## src/rtl/wic_pkg.sv

```systemverilog
package wic_pkg;

    localparam int WORD_W = 32;
    localparam int CODE_W = 3;

    // Default register layout (byte addresses)
    localparam int DEF_EN_BASE  = 'h010;
    localparam int DEF_CFG_BASE = 'h110;

    // Sense code reset value: level, active high
    localparam logic [CODE_W-1:0] CODE_RESET = 3'b100;

    typedef enum logic [2:0] {
        KIND_LVL_HIGH,
        KIND_LVL_LOW,
        KIND_RISE,
        KIND_FALL,
        KIND_BOTH
    } sense_kind_e;

    // Synchronizer and history for one pin
    typedef struct packed {
        logic meta;    // first capture flop
        logic stable;  // second capture flop, safe to use
        logic last;    // stable value one cycle older
    } pin_sync_t;

    // Code layout is {polarity, falling, rising}
    function automatic sense_kind_e decode_code(input logic [CODE_W-1:0] code);
        sense_kind_e k;
        case (code)
            3'b000:  k = KIND_LVL_LOW;
            3'b010:  k = KIND_FALL;
            3'b110:  k = KIND_RISE;
            3'b111:  k = KIND_BOTH;
            default: k = KIND_LVL_HIGH;  // 100 and the unused codes
        endcase
        return k;
    endfunction

    function automatic logic sense_hit(input sense_kind_e k, input pin_sync_t s);
        logic h;
        case (k)
            KIND_LVL_LOW: h = ~s.stable;
            KIND_RISE:    h = s.stable & ~s.last;
            KIND_FALL:    h = ~s.stable & s.last;
            KIND_BOTH:    h = s.stable ^ s.last;
            default:      h = s.stable;
        endcase
        return h;
    endfunction

endpackage

```

## src/rtl/wic_pin_cond.sv

```systemverilog
module wic_pin_cond
    import wic_pkg::*;
(
    input  logic              clk,
    input  logic              rst,
    input  logic              pin_in,
    input  logic              enable,
    input  logic [CODE_W-1:0] code,
    output logic              irq_o
);

    pin_sync_t   st_q;
    sense_kind_e kind;
    logic        hit;

    assign kind = decode_code(code);
    assign hit  = sense_hit(kind, st_q);

    always_ff @(posedge clk) begin
        if (rst) begin
            st_q  <= '0;
            irq_o <= 1'b0;
        end else begin
            st_q.meta   <= pin_in;
            st_q.stable <= st_q.meta;
            st_q.last   <= st_q.stable;
            irq_o       <= enable & hit;
        end
    end


    disabled_low_chk: assert property (@(posedge clk) disable iff (rst)
        !enable |=> !irq_o);


    rise_single_pulse_chk: assert property (@(posedge clk) disable iff (rst)
        (irq_o && kind == KIND_RISE && $stable(kind)) |=> (kind != KIND_RISE || !irq_o));


    fall_single_pulse_chk: assert property (@(posedge clk) disable iff (rst)
        (irq_o && kind == KIND_FALL && $stable(kind)) |=> (kind != KIND_FALL || !irq_o));

endmodule

```

## src/rtl/wic_reg_file.sv

```systemverilog
module wic_reg_file
    import wic_pkg::*;
#(
    parameter int NUM_PINS = 126,
    parameter int ADDR_W   = 12,
    parameter int EN_BASE  = DEF_EN_BASE,
    parameter int CFG_BASE = DEF_CFG_BASE
) (
    input  logic                       clk,
    input  logic                       rst,
    input  logic [ADDR_W-1:0]          bus_addr,
    input  logic                       bus_wr,
    input  logic [WORD_W-1:0]          bus_wdata,
    input  logic                       bus_rd,
    output logic [WORD_W-1:0]          bus_rdata,
    output logic [NUM_PINS-1:0]        en_bits,
    output logic [CODE_W*NUM_PINS-1:0] cfg_flat
);

    localparam int EN_WORDS  = (NUM_PINS + WORD_W - 1) / WORD_W;
    localparam int EW_W      = (EN_WORDS > 1) ? $clog2(EN_WORDS) : 1;
    localparam int PIN_W     = (NUM_PINS > 1) ? $clog2(NUM_PINS) : 1;
    localparam int TAIL_BITS = NUM_PINS - WORD_W * (EN_WORDS - 1);

    logic [ADDR_W-1:0] en_off, cfg_off;
    logic              aligned, en_hit, cfg_hit;
    logic [EW_W-1:0]   en_word;
    logic [PIN_W-1:0]  cfg_sel;
    logic [WORD_W-1:0] rd_val;
    logic [CODE_W-1:0] cfg_q [NUM_PINS];

    assign aligned = (bus_addr[1:0] == 2'b00);
    assign en_off  = bus_addr - ADDR_W'(EN_BASE);
    assign cfg_off = bus_addr - ADDR_W'(CFG_BASE);
    assign en_hit  = aligned && ((en_off >> 2) < ADDR_W'(EN_WORDS));
    assign cfg_hit = aligned && ((cfg_off >> 2) < ADDR_W'(NUM_PINS));
    assign en_word = EW_W'(en_off >> 2);
    assign cfg_sel = PIN_W'(cfg_off >> 2);

    always_comb begin
        rd_val = '0;
        if (en_hit) begin
            for (int i = 0; i < NUM_PINS; i++) begin
                if ((i / WORD_W) == int'(en_word)) rd_val[i % WORD_W] = en_bits[i];
            end
        end
        if (cfg_hit) rd_val[CODE_W-1:0] = cfg_q[cfg_sel];
    end

    always_ff @(posedge clk) begin
        if (rst) begin
            en_bits   <= '0;
            bus_rdata <= '0;
            for (int i = 0; i < NUM_PINS; i++) cfg_q[i] <= CODE_RESET;
        end else begin
            if (bus_wr && en_hit) begin
                for (int i = 0; i < NUM_PINS; i++) begin
                    if ((i / WORD_W) == int'(en_word)) en_bits[i] <= bus_wdata[i % WORD_W];
                end
            end
            if (bus_wr && cfg_hit) cfg_q[cfg_sel] <= bus_wdata[CODE_W-1:0];
            if (bus_rd) bus_rdata <= rd_val;
        end
    end

    for (genvar g = 0; g < NUM_PINS; g++) begin : g_flat
        assign cfg_flat[CODE_W*g +: CODE_W] = cfg_q[g];
    end


    rst_clear_chk: assert property (@(posedge clk)
        rst |=> (en_bits == '0 && bus_rdata == '0));


    cfg_upper_zero_chk: assert property (@(posedge clk) disable iff (rst)
        (bus_rd && cfg_hit) |=> (bus_rdata[WORD_W-1:CODE_W] == '0));


    rdata_hold_chk: assert property (@(posedge clk) disable iff (rst)
        !bus_rd |=> $stable(bus_rdata));

    if (TAIL_BITS < WORD_W) begin : g_tail

        en_tail_zero_chk: assert property (@(posedge clk) disable iff (rst)
            (bus_rd && en_hit && int'(en_word) == EN_WORDS - 1)
            |=> ((bus_rdata >> TAIL_BITS) == '0));
    end

endmodule

```

## src/rtl/wake_irq_conditioner.sv

```systemverilog
module wake_irq_conditioner
    import wic_pkg::*;
#(
    parameter int NUM_PINS = 126,
    parameter int ADDR_W   = 12,
    parameter int EN_BASE  = DEF_EN_BASE,
    parameter int CFG_BASE = DEF_CFG_BASE
) (
    input  logic                clk,
    input  logic                rst,
    input  logic [NUM_PINS-1:0] irq_in,
    input  logic [ADDR_W-1:0]   bus_addr,
    input  logic                bus_wr,
    input  logic [31:0]         bus_wdata,
    input  logic                bus_rd,
    output logic [31:0]         bus_rdata,
    output logic [NUM_PINS-1:0] irq_out
);

    logic [NUM_PINS-1:0]        en_bits;
    logic [CODE_W*NUM_PINS-1:0] cfg_flat;

    wic_reg_file #(
        .NUM_PINS (NUM_PINS),
        .ADDR_W   (ADDR_W),
        .EN_BASE  (EN_BASE),
        .CFG_BASE (CFG_BASE)
    ) u_regs (
        .clk       (clk),
        .rst       (rst),
        .bus_addr  (bus_addr),
        .bus_wr    (bus_wr),
        .bus_wdata (bus_wdata),
        .bus_rd    (bus_rd),
        .bus_rdata (bus_rdata),
        .en_bits   (en_bits),
        .cfg_flat  (cfg_flat)
    );

    for (genvar g = 0; g < NUM_PINS; g++) begin : g_pin
        wic_pin_cond u_pin (
            .clk    (clk),
            .rst    (rst),
            .pin_in (irq_in[g]),
            .enable (en_bits[g]),
            .code   (cfg_flat[CODE_W*g +: CODE_W]),
            .irq_o  (irq_out[g])
        );
    end

endmodule

```

## config.mk

```make
export PLATFORM = sky130hd
export DESIGN_NAME = wake_irq_conditioner
export DESIGN_NICKNAME = d
export VERILOG_FILES = /design/src/rtl/wic_pkg.sv /design/src/rtl/wic_pin_cond.sv /design/src/rtl/wic_reg_file.sv /design/src/rtl/wake_irq_conditioner.sv
export SDC_FILE = /design/constraint.sdc
export NUM_CORES = 2
export LEC_CHECK = 0
export ABC_AREA = 1
export BUFFER_PORTS_ARGS = -buffer_cell sky130_fd_sc_hd__buf_2
export CORE_MARGIN = 5
export CORE_UTILIZATION = 30
export CTS_CLUSTER_SIZE = 40
export DETAILED_ROUTE_END_ITERATION = 10
export MAX_ROUTING_LAYER = met4
export RECOVER_POWER = 50
export SYNTH_ARGS = -nofsm -noshare
export SYNTH_HDL_FRONTEND = slang
export SYNTH_HIERARCHICAL = 1
export SYNTH_SLANG_ARGS = --single-unit
```

## constraint.sdc

```tcl
create_clock -name clk -period 2.8 [get_ports clk]
set_clock_uncertainty 0.05 [all_clocks]
set_input_delay 0.42 -clock clk [delete_from_list [all_inputs] [get_ports clk]]
set_output_delay 0.42 -clock clk [all_outputs]
set_load 0.005 [all_outputs]
```

==> impl_metrics.toml <==
[run_status]
run_status = "finished clean"

[worst_setup_path]
critical_path_peak_fanout = 29
critical_path_required_ns = 3.42
end_kind = "register"
cp-start-kind = "primary input"
crit_type = "in -> reg"
worst_ep_arrival_time_ns = 3.29

[placement]
dp_slack_ns = -0.1746
dp_hpwl_um = 139700
gp_congestion = 0.9415
dp_cells = 10340
portBuffers = 331
dpl_cell_area_mm2 = 0.06050

[timing]
max-slew-margin-rel_pct = 19.49
tightestPinTransition_ns = 1.208
rsz0062_at_grt = "false"
hold_viol = 0
period_needed_ns = 2.676
setup_ws_ns = 0.1241
period_share_pct = 95.57
setup_viol = 0
clock.fmax_mhz = 373.7
drv_slew = 0

[die]
die_w_um = 433.4
dieHeight_um = 433.4
num_rows = 155
dieArea_mm2 = 0.1879
start_util_pct = 30.15
coreArea_mm2 = 0.1784
ios = 332

[job]
maxCapViolCount = 0

[global_route]
grt-ovfl-total = 0
grt_pass1_vias = 47910
grt_pass1_wl_um = 282600
antenna_found_initial = 21
grt_max_degree = 127
grtUsageTotal_pct = 20.39

[cells_and_area]
area_growth_pct = 23.26
fillers = 18550
ff_latch_area_mm2 = 0.02478
layout.nets = 8691
finalNonFillerCells = 10740
drive_gt1_share_pct = 11.96
multiInputGateArea_mm2 = 0.02149
fin_util_pct = 37.16
finish.instance_area_mm2 = 0.06630

[cts]
cts_sinks = 1046
numCtsBuffers = 121
postCtsSetupBuffers = 0
path_clk_slew_ns = 0.06
tritoncts = "built"
clockBufferDepth = 3
htreeDepth = 3
root_buffer = "clkbuf_16"
worstSkewPairLatency_ns = 0.75
cts_resized = 0

[routing]
wl_met2_um = 87620
highest_layer = "met4"
drc = 0
wl_met1_um = 74620
wl_um = 191700
antenna_left = 0
routed_via_density = 4.602
firstDrtPassIters = 8
drt_iter0_drc = 4176
vias = 49410
routedWlPerCell_um = 17.86
route.met3.wl_um = 12200

[synthesis]
synth_fp_nets = 8010
synthCells = 7581
yosys_warnings = 6
async_flop_share_pct = 0
synth_compound_area_share_pct = 4.312
synth_fa_ha_area_share_pct = 5.931
synth_cell_types = 33
yosys_most_used_dff = "dfxtp_1"
synth_seq_area_share_pct = 46.07
synthMuxAreaShare_pct = 0
syn_area_mm2 = 0.05379
synth_top_family_by_area = "simple AND/OR/NAND/NOR gates"
synth-simple-area-share_pct = 29.69
yosys_register_bits = 1046
synth_edf_count = 384
synth_xor_xnor_area_share_pct = 0
avgSynthCellArea_um2 = 7.096

[power]
power_density_mw_per_mm2 = 567.7
peakVddDrop_uv = 560.7
leakage_nw = 32.48

[min_path]
holdCritPathClass = "in -> reg"
-- kinds of logic after synthesis --
| family | count (synthesis) |
|---|---|
| buffers and inverters | 1978 |
| AND/OR/NAND/NOR | 3867 |
| adder cells (fa/ha/maj) | 255 |
| flip-flops | 1046 |
| AO/OA/AOI/OAI | 435 |
-- layout by cell type (no fill, tap or decap), types with 2 or more instances in the layout --
| cell type | n |
|---|---|
| nand2_1 | 1931 |
| inv_1 | 1610 |
| nor2_1 | 1002 |
| nand3_1 | 740 |
| dfxtp_1 | 662 |
| edfxtp_1 | 384 |
| ha_1 | 255 |
| buf_4 | 217 |
| buf_2 | 216 |
| o21ai_0 | 205 |
| a21oi_1 | 180 |
| dlygate4sd3_1 | 159 |
| clkbuf_16 | 139 |
| clkbuf_1 | 138 |
| inv_2 | 130 |
| nand2_2 | 130 |
| buf_12 | 60 |
| nand4_1 | 46 |
| clkinv_2 | 29 |
| o221ai_1 | 25 |
| clkbuf_8 | 20 |
| diode_2 | 12 |
| bufinv_16 | 9 |
| nor2_4 | 8 |
| clkbuf_4 | 7 |
| a22oi_1 | 7 |
| clkinv_4 | 6 |
| o22ai_1 | 6 |
| inv_6 | 5 |
| inv_4 | 5 |
| o21ai_1 | 5 |
| nor2_2 | 5 |
| clkbuf_2 | 4 |
| inv_8 | 4 |
| a221oi_1 | 4 |
| clkinvlp_4 | 3 |
| clkinv_1 | 3 |
| buf_1 | 2 |
| nor3_1 | 2 |
-- flip-flops by register name, summed over array words and instances, names as in the netlist --
name,count
u_regs/cfg_q,384
u_regs/bus_rdata,32
g_pin.u_pin/irq_o,126
g_pin.u_pin/st_q,378
u_regs/en_bits,126
-- Yosys cell counts, drive strengths merged, types with 3 or more instances --
cell type / instances / area share (%)
nor3: 3 / 0.049
o21ai: 210 / 2.0
nor2: 1015 / 7.2
nand2: 2061 / 15
nand4: 46 / 0.53
edfxtp: 384 / 21
ha: 255 / 5.9
a22oi: 7 / 0.098
clkinv: 3 / 0.021
a21oi: 180 / 1.7
nand3: 741 / 6.9
inv: 1744 / 12
buf: 52 / 0.55
a221oi: 4 / 0.065
o22ai: 6 / 0.070
dfxtp: 662 / 25
o221ai: 25 / 0.41
clkbuf: 179 / 1.2
-- critical path, cell delays in order --
cell,delay (ns)
buf_4,0.12
clkbuf_4,0.45
nor2_4,0.14
buf_12,0.21
inv_1,0.27
clkbuf_1,0.67
o22ai_1,0.15
nor2_1,0.14
nand4_1,0.22
nand2_1,0.12
nand2_1,0.05
o21bai_1,0.20
a21oi_1,0.12
-- layout make-up --
type	instances	share of cell area [%]
flip-flops and latches	1046	37.38
multi-input cells	4557	32.41
inverters	1747	9.909
repair buffers	789	9.126
clock buffers	174	5.759
well taps	2355	4.444
clock inverters	58	0.9247
diodes	12	0.04529
-- routing by layer --
metal	track usage [%]	vias to the layer above
li1	-	24280
met1	23.04	22670
met2	33.01	1927
met3	2.603	543
met4	15.49	0
met5	-	-
-- report_power, final --
part / internal (mW) / switching [mW] / total [mW]
logic: 1.28 / 2.33 / 3.61
clock network: 10.4 / 6.88 / 17.2
registers: 16.3 / 0.523 / 16.8
-- stage by stage --
stage          hold WS [ns]  power (mW)  setup TNS [ns]
2_1_floorplan        0.3383       18.94          -2.101
3_3_place_gp         0.3429       20.41          -76.98
3_5_place_dp         0.3437       20.51          -53.81
4_1_cts              0.1952       38.05               0
5_1_grt              0.2566       39.07               0
6_report             0.2729       37.64               0
-- repair_timing --
| item | CTS | global route |
|---|---|---|
| hold buffers | 159 | 0 |
| setup endpoints to repair | 0 | 0 |
| hold endpoints to repair | 258 | 0 |
-- final timing paths --
kind	start	endpoint	slack (ns)	cells past startpoint
hold / removal	bus_rd	u_regs/bus_rdata[27]$_SDFFE_PP0P_	0.27	2
hold reg to reg	g_pin[27].u_pin/st_q[2]$_SDFF_PP0_	g_pin[27].u_pin/st_q[1]$_SDFF_PP0_	0.33	2
setup reg to reg	u_regs/cfg_q[11][0]$_SDFFCE_PN0P_	u_regs/bus_rdata[0]$_SDFFE_PP0P_	0.71	13
setup / recovery	bus_addr[2]	u_regs/bus_rdata[2]$_SDFFE_PP0P_	0.12	13
(Power assumes the default switching activity.)
